**src/rtl/chain_rd_pkg.sv**
```systemverilog
package chain_rd_pkg;
  localparam int unsigned WORD_W = 16;

  typedef enum logic [1:0] {
    ST_IDLE  = 2'd0,
    ST_CONV  = 2'd1,
    ST_SHIFT = 2'd2
  } seq_state_e;
endpackage

```
**src/rtl/chain_rd_sck_gen.sv**
```systemverilog
module chain_rd_sck_gen #(
  parameter int unsigned SCK_HI_CYC = 2,
  parameter int unsigned SCK_LO_CYC = 3
) (
  input  logic clk_i,
  input  logic rst_ni,
  input  logic en_i,
  output logic sck_o,
  output logic fall_o
);
  localparam int unsigned MAX_CYC = (SCK_HI_CYC > SCK_LO_CYC) ? SCK_HI_CYC : SCK_LO_CYC;
  localparam int unsigned PH_W    = $clog2(MAX_CYC + 1);
  localparam logic [PH_W-1:0] HI_LAST = PH_W'(SCK_HI_CYC - 1);
  localparam logic [PH_W-1:0] LO_LAST = PH_W'(SCK_LO_CYC - 1);

  logic            sck_q;
  logic [PH_W-1:0] ph_q;

  // sck falls at the end of the cycle flagged here
  assign fall_o = en_i && sck_q && (ph_q == HI_LAST);
  assign sck_o  = sck_q;

  always_ff @(posedge clk_i or negedge rst_ni) begin
    if (!rst_ni) begin
      sck_q <= 1'b0;
      ph_q  <= '0;
    end else if (!en_i) begin
      sck_q <= 1'b0;
      ph_q  <= '0;
    end else if (!sck_q) begin
      if (ph_q == LO_LAST) begin
        sck_q <= 1'b1;
        ph_q  <= '0;
      end else begin
        ph_q <= ph_q + 1'b1;
      end
    end else begin
      if (ph_q == HI_LAST) begin
        sck_q <= 1'b0;
        ph_q  <= '0;
      end else begin
        ph_q <= ph_q + 1'b1;
      end
    end
  end

  a_r4_phase_in_range: assert property (@(posedge clk_i) disable iff (!rst_ni)
    ph_q <= (sck_q ? HI_LAST : LO_LAST));

  a_r4_no_sck_when_idle: assert property (@(posedge clk_i) disable iff (!rst_ni)
    !en_i |=> !sck_q);
endmodule

```
**src/rtl/chain_rd_capture.sv**
```systemverilog
module chain_rd_capture
  import chain_rd_pkg::*;
#(
  parameter int unsigned N_DEV = 3
) (
  input  logic                    clk_i,
  input  logic                    rst_ni,
  input  logic                    shift_i,
  input  logic                    bit_i,
  output logic [WORD_W*N_DEV-1:0] words_o
);
  localparam int unsigned TOTAL = WORD_W * N_DEV;

  logic [TOTAL-1:0] sr_q;

  always_ff @(posedge clk_i or negedge rst_ni) begin
    if (!rst_ni)      sr_q <= '0;
    else if (shift_i) sr_q <= {sr_q[TOTAL-2:0], bit_i};
  end

  // earliest group ends at the top of the shift register
  for (genvar k = 0; k < N_DEV; k++) begin : g_unpack
    assign words_o[WORD_W*k +: WORD_W] = sr_q[TOTAL-1-WORD_W*k -: WORD_W];
  end
endmodule

```
**src/rtl/chain_rd_seq.sv**
```systemverilog
module chain_rd_seq
  import chain_rd_pkg::*;
#(
  parameter int unsigned N_DEV    = 3,
  parameter int unsigned CONV_CYC = 20
) (
  input  logic clk_i,
  input  logic rst_ni,
  input  logic start_i,
  input  logic fall_i,
  output logic cnv_o,
  output logic shift_en_o,
  output logic valid_o
);
  localparam int unsigned TOTAL = WORD_W * N_DEV;
  localparam int unsigned CNT_W = $clog2(CONV_CYC + 1);
  localparam int unsigned BIT_W = $clog2(TOTAL + 1);
  localparam logic [CNT_W-1:0] CONV_LAST = CNT_W'(CONV_CYC - 1);
  localparam logic [BIT_W-1:0] BIT_LAST  = BIT_W'(TOTAL - 1);

  seq_state_e       state_q;
  logic [CNT_W-1:0] conv_cnt_q;
  logic [BIT_W-1:0] bit_cnt_q;
  logic             cnv_q;
  logic             valid_q;

  always_ff @(posedge clk_i or negedge rst_ni) begin
    if (!rst_ni) begin
      state_q    <= ST_IDLE;
      conv_cnt_q <= '0;
      bit_cnt_q  <= '0;
      cnv_q      <= 1'b0;
      valid_q    <= 1'b0;
    end else begin
      valid_q <= 1'b0;
      unique case (state_q)
        ST_IDLE: begin
          if (start_i) begin
            state_q    <= ST_CONV;
            cnv_q      <= 1'b1;
            conv_cnt_q <= '0;
            bit_cnt_q  <= '0;
          end
        end
        ST_CONV: begin
          if (conv_cnt_q == CONV_LAST) state_q <= ST_SHIFT;
          else                         conv_cnt_q <= conv_cnt_q + 1'b1;
        end
        ST_SHIFT: begin
          if (fall_i) begin
            if (bit_cnt_q == BIT_LAST) begin
              state_q <= ST_IDLE;
              cnv_q   <= 1'b0;
              valid_q <= 1'b1;
            end else begin
              bit_cnt_q <= bit_cnt_q + 1'b1;
            end
          end
        end
        default: state_q <= ST_IDLE;
      endcase
    end
  end

  assign cnv_o      = cnv_q;
  assign valid_o    = valid_q;
  assign shift_en_o = (state_q == ST_SHIFT);

  a_r9_start_keeps_count: assert property (@(posedge clk_i) disable iff (!rst_ni)
    (state_q == ST_SHIFT && start_i && !fall_i) |=> $stable(bit_cnt_q));

  a_r3_no_shift_before_wait: assert property (@(posedge clk_i) disable iff (!rst_ni)
    $rose(cnv_q) |-> state_q == ST_CONV && conv_cnt_q == '0);

  a_r4_bit_cnt_bound: assert property (@(posedge clk_i) disable iff (!rst_ni)
    bit_cnt_q <= BIT_LAST);
endmodule

```
**src/rtl/chain_adc_reader.sv**
```systemverilog
module chain_adc_reader
  import chain_rd_pkg::*;
#(
  parameter int unsigned N_DEV      = 3,
  parameter int unsigned SCK_HI_CYC = 2,
  parameter int unsigned SCK_LO_CYC = 3,
  parameter int unsigned CONV_CYC   = 20
) (
  input  logic                    clk_i,
  input  logic                    rst_ni,
  input  logic                    start_i,
  input  logic                    sdo_i,
  output logic                    cnv_o,
  output logic                    sck_o,
  output logic [16*N_DEV-1:0]     words_o,
  output logic                    valid_o
);
  logic shift_en;
  logic sck_fall;

  chain_rd_seq #(
    .N_DEV   (N_DEV),
    .CONV_CYC(CONV_CYC)
  ) seq_i (
    .clk_i     (clk_i),
    .rst_ni    (rst_ni),
    .start_i   (start_i),
    .fall_i    (sck_fall),
    .cnv_o     (cnv_o),
    .shift_en_o(shift_en),
    .valid_o   (valid_o)
  );

  chain_rd_sck_gen #(
    .SCK_HI_CYC(SCK_HI_CYC),
    .SCK_LO_CYC(SCK_LO_CYC)
  ) sck_i (
    .clk_i (clk_i),
    .rst_ni(rst_ni),
    .en_i  (shift_en),
    .sck_o (sck_o),
    .fall_o(sck_fall)
  );

  chain_rd_capture #(
    .N_DEV(N_DEV)
  ) cap_i (
    .clk_i  (clk_i),
    .rst_ni (rst_ni),
    .shift_i(sck_fall),
    .bit_i  (sdo_i),
    .words_o(words_o)
  );

  a_r2_sck_low_at_cnv_rise: assert property (@(posedge clk_i) disable iff (!rst_ni)
    $rose(cnv_o) |-> !sck_o);

  a_r5_sck_inside_cnv: assert property (@(posedge clk_i) disable iff (!rst_ni)
    sck_o |-> cnv_o);

  a_r8_valid_single: assert property (@(posedge clk_i) disable iff (!rst_ni)
    valid_o |=> !valid_o);

  a_r8_cnv_fall_marks_valid: assert property (@(posedge clk_i) disable iff (!rst_ni)
    $fell(cnv_o) |-> valid_o);
endmodule

```
**config.mk**
```make
export PLATFORM = sky130hd
export DESIGN_NAME = chain_adc_reader
export DESIGN_NICKNAME = d
export VERILOG_FILES = /design/src/rtl/chain_rd_pkg.sv /design/src/rtl/chain_rd_sck_gen.sv /design/src/rtl/chain_rd_capture.sv /design/src/rtl/chain_rd_seq.sv /design/src/rtl/chain_adc_reader.sv
export SDC_FILE = /design/constraint.sdc
export NUM_CORES = 1
export LEC_CHECK = 0
export BUFFER_PORTS_ARGS = -buffer_cell sky130_fd_sc_hd__clkbuf_2
export CORE_ASPECT_RATIO = 1.5
export CORE_MARGIN = 2
export CORE_UTILIZATION = 50
export CTS_BUF_LIST = sky130_fd_sc_hd__clkbuf_16
export DETAILED_ROUTE_END_ITERATION = 7
export PLACE_DENSITY_LB_ADDON = 0.25
export SYNTH_ARGS = -nofsm -noshare
export SYNTH_HDL_FRONTEND = slang
export SYNTH_SLANG_ARGS = --single-unit
```
**constraint.sdc**
```tcl
create_clock -name clk_i -period 4 [get_ports clk_i]
set_input_delay 0.4 -clock clk_i [delete_from_list [all_inputs] [get_ports clk_i]]
set_output_delay 0.4 -clock clk_i [all_outputs]
set_load 0.005 [all_outputs]
```
==> results.yml, run 1 <==
critical_path:
  crit_required_ns: 4.20
  crit_arrival_ns: 2.27
  cp_max_fo: 51
  critPathLaunchType: "flop"
  worstPathCellList: "nand2b_1 > nor2_8 > o21ai_0 > a22o_2"
  end_kind: "flop"
  slowest_delay_ns: 0.70
  critical_path.slowest_cell: "nor2_8"
  crit_type: "reg -> reg"
power:
  power.density_nw_per_um2: 465.2
  peakVddDrop_v: 0.0003452
  power.leakage_nw: 1.764
  finalPower_mw: 1.521
timing:
  max_freq_mhz: 483.4
  fin_worst_skew_ns: 0.004504
  drv_slew: 0
  min_period_ns: 2.069
  fin_crit_sh: 0.5172
  setup_viol: 0
  worst_slew_pin_slew_ns: 0.7785
  relSlewSlack: 0.4810
  rsz0062_at_grt: "false"
  fin_tns_setup_ns: 0
  hold_violations: 0
cells_and_area:
  nets: 258
  drive_gt1_frac: 0.4706
  syn_to_final_growth_pct: 20.13
  antennaDiodeCount: 0
  finalNonFillerCells: 323
logic_synthesis:
  synth-adder-area-share: 0.009191
  yosysUniqueCellTypes: 33
  synth_compound_area_frac: 0.05285
  synthMuxAreaShare: 0.1985
  syn_area_um2: 2723
  syn_avg_cell_area_um2: 14.18
  synthXorXnorAreaFrac: 0.006434
  synth_cells: 192
  seq_area_frac_synth: 0.6066
  synth-simple-area-share: 0.09881
  synth_top_family_by_area: "multiplexers"
  synth_nets: 198
  synth-seq-cells: 66
  synth_warnings: 0
global_routing:
  grt_pass1_vias: 1738
  antenna_found_initial: 0
  grt_overflow_total: 0
  grt_max_degree: 52
  grt_usage: 0.1732
  grt_pass1_wl_mm: 7.928
die:
  io_pins: 55
  fp.dieArea_um2: 6064
  dieHeight_um: 94.38
  core_um2: 5205
  initial_core_util: 0.5231
  row_count: 32
  die_x_um: 64.25
clock_tree:
  htreeDepth: 3
  postCtsSetupBuffers: 0
  cts_sinks: 66
  clock_path_buffers: 2
  clk_pin_slew_ns: 0.05
  cts_made_buffers: 9
  cts_resized: 0
  cts_tree: "yes"
  clk-insertion-delay-late_ns: 0.32
  cts_hold_buf: 0
  root_buffer: "clkbuf_16"
place:
  dpl.hpwl_mm: 3.158
  dp.cells: 309
  place_congestion: 0.7873
  portBuffers: 54
detailed_routing:
  vias: 1673
  ant_nets: 0
  wl_mm: 4.575
  drtIter0Drc: 53
  viasPerCell: 5.180
  drc_errors: 0
  post_drt_wl_per_cell_um: 14.16
  drt-pass1-iter-count: 4
run:
  maxCapViolCount: 0
status:
  outcome: "complete, no violations"
worst_hold_path:
  hold_class: "in -> async"
## final cells by class
class / instances / area, µm²
fillers: 429 / 1934
flip-flops and latches: 66 / 1652
multi-input cells: 117 / 996.0
repair buffers: 55 / 277.8
clock buffers: 9 / 225.2
well taps: 68 / 85.08
clock inverters: 5 / 23.77
inverters: 3 / 11.26
## worst paths after layout
kind	start	to	slack [ns]	cells past startpoint
max in group asynchronous	rst_ni	seq_i.conv_cnt_q[0]	2.99	2
worst min register to register	cap_i.sr_q[47]	cap_i.sr_q[47]	0.50	1
worst max register to register	seq_i.state_q[0]	seq_i.bit_cnt_q[4]	1.93	4
worst max-delay path	seq_i.state_q[0]	seq_i.bit_cnt_q[4]	1.93	4
min in group clk_i	sdo_i	cap_i.sr_q[0]	0.32	2
worst min-delay path	rst_ni	cap_i.sr_q[37]	0.11	1
## layer usage
metal  part of all wire  global-route usage  up-vias
met2               0.49              0.2847       41
met4              0.017             0.07447        0
met5                  0                   0        -
met1               0.44              0.2039      820
met3              0.048             0.06436        7
li1                   -                   -      805
## cell usage in the layout, fill, tap and decap left out, types with 2 or more instances in the layout
master / instances
clkinv_1: 3
mux2_2: 48
nor3_1: 2
nand4_1: 2
nand2_1: 9
clkbuf_16: 9
a21oi_1: 6
clkbuf_2: 53
o21ai_0: 5
xor2_1: 2
nand3_1: 7
dfrtp_1: 66
inv_1: 3
nor2b_1: 5
and2_1: 2
nand2b_1: 3
a31oi_1: 2
nor2_1: 6
and2b_1: 2
ha_1: 2
## critical path, delay by kind of cell, from the launching register on
| family | cells | cell delay [ns] |
|---|---|---|
| flops | 1 | 0.40 |
| simple gates | 2 | 1.06 |
| compound gates | 2 | 0.49 |
## synth_stat cells
cell type | instances | area share
o31ai_1 | 1 | 0.0028
a21oi_1 | 6 | 0.011
o2bb2ai_1 | 1 | 0.0032
and4b_1 | 1 | 0.0037
and4_1 | 1 | 0.0032
mux2_2 | 48 | 0.20
nor2_1 | 6 | 0.0083
o21a_1 | 1 | 0.0028
nor3_1 | 2 | 0.0037
and2b_1 | 2 | 0.0055
buf_4 | 1 | 0.0028
o21ai_1 | 1 | 0.0018
a41oi_1 | 1 | 0.0032
nor2b_1 | 5 | 0.011
o21ai_2 | 1 | 0.0032
a22o_2 | 1 | 0.0037
ha_1 | 2 | 0.0092
dfrtp_1 | 66 | 0.61
inv_1 | 3 | 0.0041
nand3b_4 | 1 | 0.0074
a211oi_4 | 1 | 0.0074
nand2b_1 | 3 | 0.0069
nor2_8 | 1 | 0.0074
o21ai_0 | 5 | 0.0092
buf_6 | 5 | 0.021
xor2_1 | 2 | 0.0064
and2_2 | 1 | 0.0028
nand4_1 | 2 | 0.0046
nand3_1 | 7 | 0.013
nand2_1 | 9 | 0.012
nand4bb_1 | 1 | 0.0041
a31oi_1 | 2 | 0.0046
and2_1 | 2 | 0.0046
## sequential cells by signal (all words and copies together) (netlist names)
register	count
cap_i.sr_q	48
sck_i.ph_q	2
sck_i.sck_o	1
seq_i.bit_cnt_q	6
seq_i.cnv_o	1
seq_i.conv_cnt_q	5
seq_i.state_q	2
seq_i.valid_o	1
## logic make-up after synthesis
| family | count (synthesis) |
|---|---|
| compound gates | 21 |
| xor+xnor | 2 |
| simple gates | 44 |
| fa+ha+maj | 2 |
| buf+inv | 9 |
| flops | 66 |
| mux | 48 |
## metrics by stage
step	setup slack [ns]	hold WS, ns	util	instance area (µm²)
floorplan	2.552	0.1044	-	2723
global placement	1.965	0.4618	0.5805	3022
detailed placement	1.909	0.4638	0.5805	3022
CTS	1.904	0.1285	0.6284	3271
global route	1.795	0.1638	0.6284	3271
finish	1.931	0.1085	0.6284	3271
## power breakdown
part           internal [mW]  switching, mW
sequential             0.712         0.0472
combinational         0.0519         0.0656
clock                  0.403          0.243
Power figures use the tool's default switching activity.
==> run 2: changes to the inputs <==
CORE_UTILIZATION = 49   (was 50)
clock period = 1.8 ns   (was 4 ns; I/O delays follow)
==> results.yml, run 2 (synthesis gave the netlist of run 1 again) <==
status:
  outcome: "complete, no violations"
timing:
  whs_ns: 0.09422
  rsz0062_at_grt: "false"
  fin_crit_sh: 0.8993
  fin_worst_skew_ns: 0.003389
  fin_tns_setup_ns: 0
  worst_slew_pin_slew_ns: 0.3428
  max_freq_mhz: 617.8
  min_period_ns: 1.619
  relSlewSlack: 0.7715
  setup_viol: 0
  drv_slew: 0
  hold_violations: 0
detailed_routing:
  vias: 1745
  topRoutingLayerUsed: "met4"
  dr_wl_met3_um: 216
  post_drt_wl_per_cell_um: 14.34
  wl_mm: 4.748
  ant_nets: 0
  wl_met1_mm: 2.017
  drt-pass1-iter-count: 4
  viasPerCell: 5.272
  drc_errors: 0
  dr_wl_met2_mm: 2.422
  drtIter0Drc: 59
die:
  die_x_um: 64.86
  io_pins: 55
  row_count: 33
  core_um2: 5409
  fp.dieArea_um2: 6181
  dieHeight_um: 95.30
  initial_core_util: 0.5034
clock_tree:
  htreeDepth: 3
  clk_pin_slew_ns: 0.05
  clock_path_buffers: 2
  cts_made_buffers: 9
  cts_hold_buf: 1
  root_buffer: "clkbuf_16"
  cts_resized: 0
  cts_tree: "yes"
  clk-insertion-delay-late_ns: 0.32
  postCtsSetupBuffers: 0
  cts_sinks: 66
power:
  peakVddDrop_v: 0.0008201
  power.leakage_nw: 1.815
  power.density_nw_per_um2: 1058
run:
  maxCapViolCount: 0
cells_and_area:
  largest_reg_flops: 48
  top_register: "cap_i.sr_q"
  top_regs: "cap_i.sr_q x48, seq_i.bit_cnt_q x6, seq_i.conv_cnt_q x5"
  layout_common_cells: "dfrtp_1 (66), clkbuf_2 (53), mux2_2 (48), nand2_1 (9), clkbuf_16 (9)"
  nets: 263
  drive_gt1_frac: 0.4751
  antennaDiodeCount: 0
  finalNonFillerCells: 331
  n_fill_cell: 467
  final_common_cell: "dfrtp_1"
  final_cell_area_um2: 3364
  syn_to_final_growth_pct: 23.58
critical_path:
  crit_required_ns: 2.04
  crit_arrival_ns: 1.86
  critical_path.slowest_cell: "dfrtp_1"
  worstRegToRegCells: 5
  path_delay_family: "compound AO/OA/AOI/OAI gates"
  r2r_start: "seq_i.bit_cnt_q[0]"
  crit_type: "reg -> reg"
  cp_max_fo: 5
  worstPathCellList: "ha_1 > and4b_1 > a211oi_4 > a41oi_1 > a31oi_1"
  r2r_slack_ns: 0.18
  critical_path_buf_inv_count: 0
  slowest_delay_ns: 0.42
  critPathLaunchType: "flop"
  end_kind: "flop"
  reg2reg_to: "seq_i.bit_cnt_q[3]"
worst_hold_path:
  hold_start: "sdo_i"
  hold_class: "in -> reg"
  worstHoldPathCells: 2
  hold_path_end: "cap_i.sr_q[0]"
place:
  dp.cells: 315
  portBuffers: 54
  placed_cell_area_um2: 3079
  place_congestion: 0.7117
  dpl.hpwl_mm: 3.211
global_routing:
  grt_pass1_wl_mm: 7.955
  grt_pass1_vias: 1698
  grt_overflow_total: 0
  antenna_found_initial: 0
  grt_max_degree: 67
  grt_usage: 0.1720
run 2: cell count changes in the layout (fill, tap and decap cells not counted), sizes merged:
cell         previous run  this run
buf                     2         6
bufinv                  0         1
clkinvlp                1         0
dlygate4sd3             0         1
inv                     3         4
run 2: final cells by class:
| cell class | instances | area (µm²) | share of cell area |
|---|---|---|---|
| Sequential cell | 66 | 1652 | 0.4909 |
| Tap cell | 70 | 87.58 | 0.02603 |
| Timing Repair Buffer | 60 | 342.8 | 0.1019 |
| Inverter | 3 | 11.26 | 0.003347 |
| Clock buffer | 9 | 225.2 | 0.06694 |
| Multi-Input combinational cell | 117 | 996.0 | 0.2960 |
| Clock inverter | 6 | 50.05 | 0.01488 |
run 2: power by group:
part | switching [mW] | leakage, nW | internal, mW
clock | 0.560 | 0.139 | 1.04
combinational | 0.152 | 0.775 | 0.121
sequential | 0.108 | 0.901 | 1.58
run 2: worst register-to-register path, cell delays in order, from the launching register on:
cell	delay, ns
dfrtp_1	0.42
ha_1	0.25
and4b_1	0.22
a211oi_4	0.32
a41oi_1	0.18
a31oi_1	0.15
run 2: worst max path at each step:
| stage | start | end | slack [ns] | cells past startpoint |
|---|---|---|---|---|
| after floorplan | seq_i.bit_cnt_q[0] | seq_i.bit_cnt_q[3] | 0.35 | 5 |
| after global placement | seq_i.bit_cnt_q[0] | seq_i.bit_cnt_q[3] | 0.27 | 5 |
| after detailed placement | seq_i.bit_cnt_q[0] | seq_i.bit_cnt_q[3] | 0.16 | 5 |
| after CTS | seq_i.bit_cnt_q[0] | seq_i.bit_cnt_q[3] | 0.17 | 5 |
| after global routing | seq_i.bit_cnt_q[0] | seq_i.bit_cnt_q[3] | 0.05 | 5 |
| final | seq_i.bit_cnt_q[0] | seq_i.bit_cnt_q[3] | 0.18 | 5 |
run 2: layer usage:
| metal | global-route usage | up-vias |
|---|---|---|
| met3 | 0.05195 | 9 |
| met5 | 0 | - |
| met4 | 0.07979 | 0 |
| li1 | - | 814 |
| met2 | 0.2955 | 40 |
| met1 | 0.1952 | 882 |
run 2: per-stage QoR:
stage	power [mW]	util	setup slack, ns
6_report	3.561	0.6220	0.1813
5_1_grt	3.748	0.6220	0.04599
4_1_cts	3.610	0.6220	0.1663
3_5_place_dp	1.988	0.5693	0.1621
3_3_place_gp	1.973	0.5693	0.2691
2_1_floorplan	1.879	-	0.3525
